[src/rtl/dpt_pkg.sv]
package dpt_pkg;
  // Base page offset width (8 KiB pages)
  localparam int PG_OFF_W = 13;
  // log2 of the large-to-base page ratio (32 KiB / 8 KiB)
  localparam int GRP_W    = 2;
  localparam int GRP_N    = 1 << GRP_W;

  typedef enum logic {SZ_BASE = 1'b0, SZ_LARGE = 1'b1} page_sz_e;
endpackage

[src/rtl/dpt_index.sv]
module dpt_index #(
  parameter int VA_W  = 32,
  parameter int ROW_W = 3
) (
  input  logic [VA_W-1:0]  va,
  output logic             base_bank,
  output logic [ROW_W-1:0] base_row,
  output logic             large_bank,
  output logic [ROW_W-1:0] large_row
);
  import dpt_pkg::*;

  localparam int BANK_BIT = PG_OFF_W + ROW_W;

  function automatic logic [ROW_W-1:0] f_base_row(input logic [VA_W-1:0] a);
    return a[PG_OFF_W +: ROW_W];
  endfunction

  // Low two row bits come from the two VA bits above the bank bit.
  function automatic logic [ROW_W-1:0] f_large_row(input logic [VA_W-1:0] a);
    logic [ROW_W-1:0] r;
    r = f_base_row(a);
    r[GRP_W-1:0] = a[BANK_BIT+1 +: GRP_W];
    return r;
  endfunction

  assign base_bank  = va[BANK_BIT];
  assign large_bank = ~va[BANK_BIT];
  assign base_row   = f_base_row(va);
  assign large_row  = f_large_row(va);
endmodule

[src/rtl/dpt_coalesce.sv]
module dpt_coalesce #(
  parameter int PPN_W  = 19,
  parameter int ATTR_W = 4
) (
  input  logic [3:0]          pte_valid,
  input  logic [4*PPN_W-1:0]  pte_ppn,
  input  logic [4*ATTR_W-1:0] pte_attr,
  input  logic [1:0]          sel,
  output logic                make_large,
  output logic                make_base,
  output logic [PPN_W-1:0]    frame
);
  import dpt_pkg::*;

  function automatic logic [PPN_W-1:0] f_ppn(input logic [4*PPN_W-1:0] v, input int i);
    return v[i*PPN_W +: PPN_W];
  endfunction

  function automatic logic [ATTR_W-1:0] f_attr(input logic [4*ATTR_W-1:0] v, input int i);
    return v[i*ATTR_W +: ATTR_W];
  endfunction

  logic contig;
  logic same_attr;
  logic aligned;

  always_comb begin
    contig    = 1'b1;
    same_attr = 1'b1;
    for (int i = 1; i < GRP_N; i++) begin
      if (f_ppn(pte_ppn, i) != f_ppn(pte_ppn, 0) + PPN_W'(i)) contig = 1'b0;
      if (f_attr(pte_attr, i) != f_attr(pte_attr, 0)) same_attr = 1'b0;
    end
    aligned    = (f_ppn(pte_ppn, 0) & PPN_W'(GRP_N - 1)) == '0;
    make_large = (&pte_valid) && contig && same_attr && aligned;
    make_base  = !make_large && pte_valid[sel];
    frame      = make_large ? f_ppn(pte_ppn, 0) : f_ppn(pte_ppn, int'(sel));
  end
endmodule

[src/rtl/dpt_bank.sv]
module dpt_bank #(
  parameter int WAYS  = 2,
  parameter int ROW_W = 3,
  parameter int VPN_W = 19,
  parameter int PPN_W = 19
) (
  input  logic             clk,
  input  logic             rst_n,
  input  logic             flush,
  input  logic [ROW_W-1:0] rd_row,
  input  logic [VPN_W-1:0] rd_vpn,
  input  logic             rd_large,
  output logic             rd_hit,
  output logic [PPN_W-1:0] rd_ppn,
  input  logic             wr_en,
  input  logic [ROW_W-1:0] wr_row,
  input  logic [VPN_W-1:0] wr_vpn,
  input  logic             wr_large,
  input  logic [PPN_W-1:0] wr_ppn
);
  import dpt_pkg::*;

  localparam int ROWS  = 1 << ROW_W;
  localparam int WAY_W = (WAYS > 1) ? $clog2(WAYS) : 1;

  logic [WAYS-1:0]  ent_valid [ROWS];
  logic [WAYS-1:0]  ent_large [ROWS];
  logic [VPN_W-1:0] ent_vpn   [ROWS][WAYS];
  logic [PPN_W-1:0] ent_ppn   [ROWS][WAYS];
  logic [WAY_W-1:0] rr_ptr    [ROWS];

  function automatic logic [WAY_W-1:0] f_rr_next(input logic [WAY_W-1:0] p);
    return (int'(p) == WAYS - 1) ? '0 : p + WAY_W'(1);
  endfunction

  // Large entries ignore the in-group page bits of the VPN.
  function automatic logic f_tag_eq(input logic [VPN_W-1:0] a, input logic [VPN_W-1:0] b,
                                    input logic lg);
    if (lg) return a[VPN_W-1:GRP_W] == b[VPN_W-1:GRP_W];
    return a == b;
  endfunction

  logic [WAYS-1:0] way_hit;

  always_comb begin
    rd_hit = 1'b0;
    rd_ppn = '0;
    for (int w = 0; w < WAYS; w++) begin
      way_hit[w] = ent_valid[rd_row][w] && (ent_large[rd_row][w] == rd_large)
                   && f_tag_eq(ent_vpn[rd_row][w], rd_vpn, rd_large);
    end
    for (int w = WAYS - 1; w >= 0; w--) begin
      if (way_hit[w]) begin
        rd_hit = 1'b1;
        rd_ppn = ent_ppn[rd_row][w];
      end
    end
  end

  logic do_write;
  assign do_write = wr_en && !flush;

  always_ff @(posedge clk or negedge rst_n) begin
    if (!rst_n) begin
      for (int r = 0; r < ROWS; r++) begin
        ent_valid[r] <= '0;
        ent_large[r] <= '0;
        rr_ptr[r]    <= '0;
        for (int w = 0; w < WAYS; w++) begin
          ent_vpn[r][w] <= '0;
          ent_ppn[r][w] <= '0;
        end
      end
    end else if (flush) begin
      for (int r = 0; r < ROWS; r++) ent_valid[r] <= '0;
    end else if (do_write) begin
      ent_valid[wr_row][rr_ptr[wr_row]] <= 1'b1;
      ent_large[wr_row][rr_ptr[wr_row]] <= wr_large;
      ent_vpn[wr_row][rr_ptr[wr_row]]   <= wr_vpn;
      ent_ppn[wr_row][rr_ptr[wr_row]]   <= wr_ppn;
      rr_ptr[wr_row]                    <= f_rr_next(rr_ptr[wr_row]);
    end
  end


  rr_step_chk: assert property (@(posedge clk) disable iff (!rst_n)
    do_write |=> rr_ptr[$past(wr_row)] == f_rr_next($past(rr_ptr[wr_row])));


  flush_empty_chk: assert property (@(posedge clk) disable iff (!rst_n)
    flush |=> !rd_hit);


  write_visible_chk: assert property (@(posedge clk) disable iff (!rst_n)
    do_write |=> ent_valid[$past(wr_row)][$past(rr_ptr[wr_row])]);
endmodule

[src/rtl/dpt_tlb.sv]
module dpt_tlb #(
  parameter int VA_W   = 32,
  parameter int PA_W   = 32,
  parameter int ATTR_W = 4,
  parameter int ROW_W  = 3,
  parameter int WAYS   = 2
) (
  input  logic                   clk,
  input  logic                   rst_n,
  input  logic                   flush,
  input  logic                   lookup,
  input  logic [VA_W-1:0]        lookup_va,
  input  logic                   fill,
  input  logic [VA_W-1:0]        fill_va,
  input  logic [3:0]             fill_pte_valid,
  input  logic [4*(PA_W-13)-1:0] fill_ppn,
  input  logic [4*ATTR_W-1:0]    fill_attr,
  output logic                   rsp_valid,
  output logic                   rsp_hit,
  output logic [PA_W-1:0]        rsp_pa,
  output logic                   rsp_large
);
  import dpt_pkg::*;

  localparam int VPN_W = VA_W - PG_OFF_W;
  localparam int PPN_W = PA_W - PG_OFF_W;
  localparam int NBANK = 2;

  function automatic logic [PA_W-1:0] f_base_pa(input logic [PPN_W-1:0] fr,
                                                input logic [VA_W-1:0] va);
    return {fr, va[PG_OFF_W-1:0]};
  endfunction

  function automatic logic [PA_W-1:0] f_large_pa(input logic [PPN_W-1:0] fr,
                                                 input logic [VA_W-1:0] va);
    return {fr[PPN_W-1:GRP_W], va[PG_OFF_W +: GRP_W], va[PG_OFF_W-1:0]};
  endfunction

  // Probe placement for the lookup address and the fill address
  logic             lk_base_bank, lk_large_bank, fl_base_bank, fl_large_bank;
  logic [ROW_W-1:0] lk_base_row, lk_large_row, fl_base_row, fl_large_row;

  dpt_index #(.VA_W(VA_W), .ROW_W(ROW_W)) u_lk_idx (
    .va(lookup_va), .base_bank(lk_base_bank), .base_row(lk_base_row),
    .large_bank(lk_large_bank), .large_row(lk_large_row));

  dpt_index #(.VA_W(VA_W), .ROW_W(ROW_W)) u_fl_idx (
    .va(fill_va), .base_bank(fl_base_bank), .base_row(fl_base_row),
    .large_bank(fl_large_bank), .large_row(fl_large_row));

  // Fill-time coalescing decision
  logic             make_large, make_base;
  logic [PPN_W-1:0] fill_frame;

  dpt_coalesce #(.PPN_W(PPN_W), .ATTR_W(ATTR_W)) u_coal (
    .pte_valid(fill_pte_valid), .pte_ppn(fill_ppn), .pte_attr(fill_attr),
    .sel(fill_va[PG_OFF_W +: GRP_W]), .make_large(make_large),
    .make_base(make_base), .frame(fill_frame));

  logic             bank_hit [NBANK];
  logic [PPN_W-1:0] bank_ppn [NBANK];
  logic             bank_wr  [NBANK];

  for (genvar b = 0; b < NBANK; b++) begin : g_bank
    logic             serves_large;
    logic [ROW_W-1:0] rd_row;

    // Opposite bank bits: this bank serves the large probe when it is not the base bank.
    assign serves_large = (lk_base_bank != 1'(b));
    assign rd_row       = serves_large ? lk_large_row : lk_base_row;
    assign bank_wr[b]   = fill && ((make_large && (fl_large_bank == 1'(b)))
                                || (make_base && (fl_base_bank == 1'(b))));

    dpt_bank #(.WAYS(WAYS), .ROW_W(ROW_W), .VPN_W(VPN_W), .PPN_W(PPN_W)) u_bank (
      .clk(clk), .rst_n(rst_n), .flush(flush),
      .rd_row(rd_row), .rd_vpn(lookup_va[VA_W-1:PG_OFF_W]), .rd_large(serves_large),
      .rd_hit(bank_hit[b]), .rd_ppn(bank_ppn[b]),
      .wr_en(bank_wr[b]), .wr_row(make_large ? fl_large_row : fl_base_row),
      .wr_vpn(fill_va[VA_W-1:PG_OFF_W]), .wr_large(make_large), .wr_ppn(fill_frame));
  end

  // Named probe events
  logic             base_hit, large_hit;
  logic [PPN_W-1:0] base_ppn, large_ppn;

  assign base_hit  = bank_hit[lk_base_bank];
  assign large_hit = bank_hit[lk_large_bank];
  assign base_ppn  = bank_ppn[lk_base_bank];
  assign large_ppn = bank_ppn[lk_large_bank];

  always_ff @(posedge clk or negedge rst_n) begin
    if (!rst_n) begin
      rsp_valid <= 1'b0;
      rsp_hit   <= 1'b0;
      rsp_large <= 1'b0;
      rsp_pa    <= '0;
    end else begin
      rsp_valid <= lookup;
      rsp_hit   <= lookup && (base_hit || large_hit);
      rsp_large <= lookup && !base_hit && large_hit;
      if (lookup && base_hit)       rsp_pa <= f_base_pa(base_ppn, lookup_va);
      else if (lookup && large_hit) rsp_pa <= f_large_pa(large_ppn, lookup_va);
      else                          rsp_pa <= '0;
    end
  end


  rsp_follows_chk: assert property (@(posedge clk) disable iff (!rst_n)
    lookup |=> rsp_valid);


  rsp_idle_chk: assert property (@(posedge clk) disable iff (!rst_n)
    !lookup |=> (!rsp_valid && !rsp_hit && !rsp_large && rsp_pa == '0));


  offset_pass_chk: assert property (@(posedge clk) disable iff (!rst_n)
    lookup |=> (!rsp_hit || rsp_pa[PG_OFF_W-1:0] == $past(lookup_va[PG_OFF_W-1:0])));


  large_grp_bits_chk: assert property (@(posedge clk) disable iff (!rst_n)
    lookup |=> (!rsp_large || rsp_pa[PG_OFF_W +: GRP_W] == $past(lookup_va[PG_OFF_W +: GRP_W])));


  base_first_chk: assert property (@(posedge clk) disable iff (!rst_n)
    (lookup && base_hit) |=> (rsp_hit && !rsp_large));


  flush_drops_fill_chk: assert property (@(posedge clk) disable iff (!rst_n)
    (flush && !lookup) |=> !rsp_hit);
endmodule

[config.mk]
export PLATFORM = sky130hd
export DESIGN_NAME = dpt_tlb
export DESIGN_NICKNAME = d
export VERILOG_FILES = /design/src/rtl/dpt_pkg.sv /design/src/rtl/dpt_index.sv /design/src/rtl/dpt_coalesce.sv /design/src/rtl/dpt_bank.sv /design/src/rtl/dpt_tlb.sv
export SDC_FILE = /design/constraint.sdc
export NUM_CORES = 2
export LEC_CHECK = 0
export CAP_MARGIN = 20
export CORE_ASPECT_RATIO = 0.8
export CORE_UTILIZATION = 40
export DETAILED_ROUTE_END_ITERATION = 6
export MAX_ROUTING_LAYER = met4
export PLACE_DENSITY = 0.6
export SLEW_MARGIN = 20
export SYNTH_ARGS = -nofsm -noshare
export SYNTH_HDL_FRONTEND = slang
export SYNTH_SLANG_ARGS = --single-unit
[constraint.sdc]
create_clock -name clk -period 7.6 [get_ports clk]
set_input_delay 1.52 -clock clk [delete_from_list [all_inputs] [get_ports clk]]
set_output_delay 1.52 -clock clk [all_outputs]
set_load 0.1 [all_outputs]
After elaboration in Yosys (flattened, before gate mapping)
Cells that the tools add are included.
{ "word_totals": {"ff_bits": 1331, "latch_bits": 0, "ramBits": 0, "mem_bits_ro": 0, "in_bits": 165, "output_inout_bits": 35, "word_cells": 313, "n_memories": 0} }
{ "classes": {"addsub": 5, "multipliers": 1, "div_mod_pow": 0, "magnitude_cmp": 15, "n_eq_ne": 18, "shifts": 1, "mux": 103, "bitwise_logic": 12, "n_reduce_logical": 42} }
{ "op_table": {"columns": ["op", "count"], "rows": [
  ["304-bit bitwise mux", 4],
  ["38-bit binary-select mux with 3-bit select", 4],
  ["38-bit 2-to-1 mux", 10],
  ["19-bit 2-to-1 mux", 13],
  ["38-bit demux with 3-bit select", 2],
  ["19-bit equality test", 4],
  ["76-bit by 32-bit indexed part select with 19-bit output", 1],
  ["17-bit equality test", 4],
  ["16-bit 2-to-1 mux", 4],
  ["32-bit 2-to-1 mux", 2],
  ["19-bit != test", 3],
  ["19-bit by 2-bit adder with 19-bit output, second input constant", 2],
  ["19-bit demux with 1-bit select", 2],
  ["1-bit 2-to-1 mux", 33],
  ["16-bit bitwise mux", 2],
  ["16-bit OR", 2],
  ["1-bit logical AND", 30],
  ["2-bit 2-to-1 mux", 13],
  ["2-bit binary-select mux with 3-bit select", 4],
  ["19-bit by 1-bit adder with 19-bit output, second input constant", 1],
  ["19-bit logical NOT", 1],
  ["8-bit bitwise mux", 2],
  ["2-bit demux with 3-bit select", 2],
  ["4-bit greater-or-equal comparator, second input constant", 3],
  ["other kinds (22)", 49]
]} }

Logic depth before layout (Yosys ltp)
{ "logic_depth": {"word_depth": 22, "mapped_depth": 20, "mapped_depth_nobuf": 13} }

Hierarchy
From an unflattened synthesis, not the netlist that was laid out.
{ "hier_totals": {"hier_cells": 4237, "area_unflattened_um2": 63853.7} }
{ "modules_own_cells": {"columns": ["module", "instances", "cells_each", "area_per_inst_um2", "seq_area_each_um2"], "rows": [
  ["dpt_bank at g_bank[0].u_bank", 1, 1873, 29726.0, 16215.6],
  ["dpt_bank at g_bank[1].u_bank", 1, 1865, 29584.6, 16215.6],
  ["dpt_coalesce", 1, 376, 2996.6, 0.0],
  ["dpt_tlb", 1, 107, 1433.9, 875.8],
  ["dpt_index", 2, 8, 56.3, 0.0]
]} }

Worst setup path before layout
No wires, ideal clock.
{ "synth_path": {"path_kind": "input-to-reg", "startpoint": "input port fill_ppn[1]", "endpoint": "register g_bank[1].u_bank.ent_large[2] (netlist bit)", "setup_time_ns": 0.125, "arrival_time_ns": 6.086, "required_time_ns": 7.475, "slack_ns": 1.390, "path_stages": 16, "n_path_buf": 4, "path_cell_list": "clkbuf_1 -> clkbuf_1 -> inv_1 -> ha_1 -> a21oi_4 -> xnor2_1 -> or3_1 -> a2111o_1 -> or4_4 -> nor3_4 -> buf_2 -> mux2i_1 -> o211ai_1 -> o21ba_2 -> clkbuf_1 -> mux2_2"} }
{ "synth_between": {"elab_chain_len": 20, "word_cells_on_any_way": 37, "classes_between": "add/sub (3); order compare (4); eq/ne (3); mux (12); bitwise (1); reduce/logical (14)"} }
{ "synth_rtl": {"columns": ["item", "line_no", "text"], "rows": [
  ["start, declared", "dpt_tlb.sv:16", "input logic [4*(PA_W-13)-1:0] fill_ppn,"],
  ["19-bit by 1-bit adder with 19-bit output", "dpt_coalesce.sv:31", "if (f_ppn(pte_ppn, i) != f_ppn(pte_ppn, 0) + PPN_W'(i)) contig = 1'b0;"],
  ["19-bit != test", "dpt_coalesce.sv:31", null],
  ["1-bit 2-to-1 mux (3 in series)", "dpt_coalesce.sv:31", null],
  ["1-bit logical AND (2 in series)", "dpt_coalesce.sv:35", "make_large = (&pte_valid) && contig && same_attr && aligned;"],
  ["1-bit logical AND *", "dpt_coalesce.sv:35", null],
  ["2-bit 2-to-1 mux", "dpt_tlb.sv:78", ".wr_en(bank_wr[b]), .wr_row(make_large ? fl_large_row : fl_base_row),"],
  ["3-bit NOT with 4-bit output (implied by the code)", "dpt_bank.sv:78", "ent_large[wr_row][rr_ptr[wr_row]] <= wr_large;"],
  ["1-bit binary-select mux with 3-bit select", "dpt_bank.sv:78", null],
  ["1-bit 2-to-1 mux (implied by the code) (2 in series)", "dpt_bank.sv:78", null],
  ["1-bit by 2-bit less-than comparator with 1-bit output (implied by the code) / 1-bit greater-or-equal comparator (equally long branches)", "dpt_bank.sv:78", null],
  ["1-bit logical AND (implied by the code)", "dpt_bank.sv:78", null],
  ["1-bit 2-to-1 mux (implied by the code)", "dpt_bank.sv:78", null],
  ["1-bit demux with 1-bit select", null, null],
  ["2-bit 2-to-1 mux (implied by the code)", "dpt_bank.sv:78", null],
  ["2-bit demux with 3-bit select", "dpt_bank.sv:78", null],
  ["16-bit bitwise mux", "dpt_bank.sv:78", null],
  ["end signal, assigned by index", "dpt_bank.sv:78", null],
  ["end, declared", "dpt_bank.sv:27", "logic [WAYS-1:0] ent_large [ROWS];"]
]} }
Every way passes the cells marked *; elsewhere a longest branch is shown, timed or not. The select of a mux whose other input is x is not followed.
A chain may end at the register's enable or synchronous reset.

Worst setup path in the final report
{ "layout_path": {"startpoint": "input port fill_ppn[6]", "endpoint": "register g_bank[1].u_bank.ent_vpn[281] (netlist bit)"} }
{ "layout_between": {"elab_chain_len": 21, "word_cells_on_any_way": 37, "classes_between": "add/sub (3); order compare (4); eq/ne (3); mux (12); bitwise (2); reduce/logical (13)"} }
{ "layout_rtl": {"columns": ["item", "line_no", "text"], "rows": [
  ["19-bit by 1-bit adder with 19-bit output", "dpt_coalesce.sv:31", null],
  ["19-bit != test", "dpt_coalesce.sv:31", null],
  ["1-bit 2-to-1 mux (2 in series)", "dpt_coalesce.sv:31", null],
  ["1-bit 2-to-1 mux *", "dpt_coalesce.sv:31", null],
  ["1-bit logical AND * (3 in series)", "dpt_coalesce.sv:35", null],
  ["2-bit 2-to-1 mux", "dpt_tlb.sv:78", null],
  ["3-bit NOT with 4-bit output (implied by the code)", "dpt_bank.sv:79", "ent_vpn[wr_row][rr_ptr[wr_row]] <= wr_vpn;"],
  ["1-bit binary-select mux with 3-bit select", "dpt_bank.sv:79", null],
  ["1-bit 2-to-1 mux (implied by the code) (2 in series)", "dpt_bank.sv:79", null],
  ["1-bit NOT with 2-bit output (implied by the code)", "dpt_bank.sv:79", null],
  ["2-bit greater-or-equal comparator (implied by the code) / 2-bit by 1-bit less-than comparator with 1-bit output (equally long branches)", "dpt_bank.sv:79", null],
  ["1-bit logical AND (implied by the code)", "dpt_bank.sv:79", null],
  ["19-bit 2-to-1 mux (implied by the code)", "dpt_bank.sv:79", null],
  ["19-bit demux with 1-bit select", "dpt_bank.sv:79", null],
  ["38-bit 2-to-1 mux (implied by the code)", "dpt_bank.sv:79", null],
  ["38-bit demux with 3-bit select", "dpt_bank.sv:79", null],
  ["304-bit bitwise mux", "dpt_bank.sv:79", null],
  ["end signal, assigned by index", "dpt_bank.sv:79", null],
  ["end, declared", "dpt_bank.sv:28", "logic [VPN_W-1:0] ent_vpn [ROWS][WAYS];"]
]} }
Marked as above.

==> results.py <==
metrics = {
    "run_status": {
        "status": "finished clean",
    },
    "yosys": {
        "synth_enable_flop_cells": 0,
        "synth.top_cell.area_share_pct": 49.77,
        "syn-instance-count": 6016,
        "synthFlopType": "dfrtp_1",
        "synthTopCellsByArea": "dfrtp_1 50%, mux2_2 13%, mux4_2 4.5%, nand2_1 4.5%, a21oi_1 2.7%",
        "synth_top_area_cell": "dfrtp_1",
        "synth_area_sq_mm": 0.06692,
        "synthesis.nets": 6186,
        "fraction_of_registers_with_async_set_or_reset_after_synthesis_pct": 100.0,
        "yosysWarningCount": 0,
        "synth_sequential_area_ratio_pct": 49.77,
        "synth_cell_type_count": 88,
        "ys_ff_latch": 1331,
        "avgSynthCellArea_sq_um": 11.12,
    },
    "detailed_routing": {
        "antenna_violating_nets_post_route": 0,
        "drt-initial-drc-count": 4514,
        "route.vias.total": 49270,
        "detail_route.wl_per_cell_microns": 24.96,
        "first_pass_iters": 6,
        "route.detailed.vias_per_inst": 5.897,
        "routed_wl_microns": 208500,
        "route.detailed.drc": 0,
    },
    "pwr": {
        "cellLeakagePower_nw": 34.16,
        "worst_ir_drop_vdd_uv": 205.6,
        "power_density_mw_per_mm2": 230.7,
    },
    "final_layout": {
        "non_filler_instance_count_after_layout": 8354,
        "drive_above_1_share_pct": 25.28,
        "fillCellCount": 14940,
        "synthToLayoutAreaGrowth_pct": 14.25,
        "final_core_util_pct": 46.26,
        "layout.cells.most_common": "dfrtp_1",
        "final_nets": 6187,
        "most-common-layout-cells": "1331 x dfrtp_1, 800 x nand2_1, 787 x mux2_2",
    },
    "min_path": {
        "holdCritPathClass": "reg2reg",
        "min_path_cells": 1,
        "min_from": "g_bank[1].u_bank.ent_vpn[135]",
        "worstHoldEndpoint": "g_bank[1].u_bank.ent_vpn[135]",
    },
    "placement": {
        "detailedPlace.worstSlack_ns": 0.6600,
        "dpl.cell_count": 8104,
        "gpl.final_weighted_congestion": 0.9291,
        "buffer_ports.inserted": 186,
        "dp.final_hpwl_microns": 126200,
    },
    "clock_tree": {
        "cts_tree": "built",
        "numCtsBuffers": 138,
        "postCtsSetupRepairBufs": 0,
        "cts_hold_repair.buffers": 0,
        "cts.sinks": 1331,
        "post_cts_resized": 0,
        "clock_tree.root_cell": "clkbuf_16",
        "ctsLongestPathBuffers": 3,
        "cts_max_level": 4,
        "cts.clk_slew.worst_paths_ns": 0.06,
        "worst_skew_pair.late_latency_ns": 0.79,
    },
    "setup_path": {
        "worstRegToRegCells": 13,
        "timing.critical_path.fanout_max": 38,
        "end_kind": "flop",
        "worst_r2r_startpoint": "g_bank[0].u_bank.ent_vpn[30]",
        "reg_to_reg_critical_path_endpoint": "rsp_pa[24]",
        "critical_path_required_ns": 8.25,
        "worst_ep_arrival_time_ns": 6.93,
        "worst-setup-path-type": "in2reg",
        "regToRegSetupSlack_ns": 3.46,
        "timing.critical_path.from_type": "input pin",
    },
    "sta": {
        "timing.fmax_mhz": 159.3,
        "final.setup_skew_ns": 0.03136,
        "hold_ws_ns": 0.4621,
        "final_layout_setup_total_negative_slack_ns": 0,
        "report.final.setup_viol": 0,
        "rsz_0062_raised_after_global_routing": "false",
        "post-route-min-period_ns": 6.276,
        "layout_setup_ws_ns": 1.324,
        "final_min_period_over_clock_period_pct": 82.58,
        "finalHoldViolCount": 0,
        "timing.final.max_slew_violations": 0,
        "worst-slew-pin-transition_ns": 1.215,
        "slew_headroom_pct": 18.75,
    },
    "floorplan": {
        "die-height_microns": 367.8,
        "design.die.area_sq_mm": 0.1689,
        "row_count": 133,
        "die_w_microns": 459.3,
        "coreArea_sq_mm": 0.1652,
        "floorplan.io_pins": 200,
        "initial_core_util_pct": 40.49,
    },
    "job": {
        "max-cap-violations": 0,
    },
    "global_route": {
        "globalRouteTotalUtil_pct": 25.35,
        "grt_pass1_wl_microns": 316800,
        "global_route.overflow_total": 0,
        "antenna_found_initial": 11,
        "first_global_vias": 49210,
        "grt_max_degree": 175,
    },
}
[cell usage after synthesis, types with 68 or more instances]
cell / instances
nor2_1: 222
mux2i_1: 144
a211oi_1: 81
and3_1: 93
a22o_1: 81
nand2_1: 800
clkbuf_1: 371
mux4_2: 135
o21ai_0: 239
a311oi_1: 75
mux2_4: 68
dfrtp_1: 1331
xnor2_1: 81
buf_2: 131
nor2b_1: 90
mux2_2: 791
o22ai_1: 69
nor3_1: 69
a21oi_1: 361
[cell families (layout without fill, tap and decap cells)]
logic type	Yosys count	count (layout)	share of synthesized area (%)
simple gates	1535	1535	10.60
flops	1331	1331	49.77
compound gates	1236	1236	12.10
mux	1161	1161	21.93
buf+inv	628	731	3.942
xor+xnor	120	120	1.571
fa+ha+maj	5	5	0.09349
other cells	0	8	0
[registers in the layout, summed over array words and instances (netlist names)]
register                 flops
rsp_valid                    1
rsp_hit                      1
g_bank.u_bank.ent_large     32
g_bank.u_bank.ent_valid     32
g_bank.u_bank.ent_vpn      608
g_bank.u_bank.ent_ppn      608
rsp_pa                      32
rsp_large                    1
g_bank.u_bank.rr_ptr        16
[how the worst max path moves through the flow]
stage	slack, ns	from	cells after the start	end
final	1.32	fill_ppn[6]	14	g_bank[1].u_bank.ent_vpn[281]
after global routing	1.14	fill_ppn[6]	14	g_bank[1].u_bank.ent_vpn[280]
after CTS	1.49	fill_ppn[6]	14	g_bank[1].u_bank.ent_vpn[278]
after detailed placement	0.66	fill_ppn[6]	14	g_bank[1].u_bank.ent_vpn[278]
after global placement	0.75	fill_ppn[6]	14	g_bank[1].u_bank.ent_ppn[284]
after floorplan	1.39	fill_ppn[1]	16	g_bank[1].u_bank.ent_large[2]
[worst max-delay path, stage by stage]
cell and delay, ns:
clkdlybuf4s50_1 0.86, nand4_1 0.34, or3_1 0.48, a21o_1 0.17, a31oi_1 0.28, nand4_1 0.26, or4_4 0.58, nor3_4 0.25
buf_12 0.21, mux2_4 0.43, mux2i_1 0.43, or4_4 0.27, buf_12 0.37, mux2_1 0.36
[per-layer routing]
metal  part of all wire, %  global-route usage, %
met3                   7.2                  4.774
met2                    44                  36.57
met1                    46                  35.82
met5                     0                      -
met4                   3.0                  8.136
[layout make-up]
| type | count | area (sq um) | share of cell area (%) |
|---|---|---|---|
| inverters | 54 | 210.2 | 0.2750 |
| repair buffers | 435 | 4318 | 5.648 |
| clock inverters | 39 | 467.9 | 0.6121 |
| well taps | 2227 | 2786 | 3.645 |
| diodes | 8 | 20.02 | 0.02619 |
| multi-input cells | 4057 | 31240 | 40.86 |
| flip-flops and latches | 1331 | 33310 | 43.57 |
| clock buffers | 203 | 4105 | 5.370 |
[through the flow]
| step | area [sq um] | power [mW] |
|---|---|---|
| finish | 76450 | 17.64 |
| global route | 76440 | 18.37 |
| CTS | 76430 | 17.76 |
| detailed placement | 71860 | 10.81 |
| global placement | 71860 | 10.71 |
| floorplan | 66920 | 9.853 |
[where the power goes]
group	internal (mW)	total (mW)	leakage [nW]	switching [mW]
sequential	7.79	8.18	18.0	0.381
combinational	1.12	2.53	14.0	1.41
clock	4.04	6.93	2.25	2.89
Note: power is estimated with default switching activity, not from simulation.
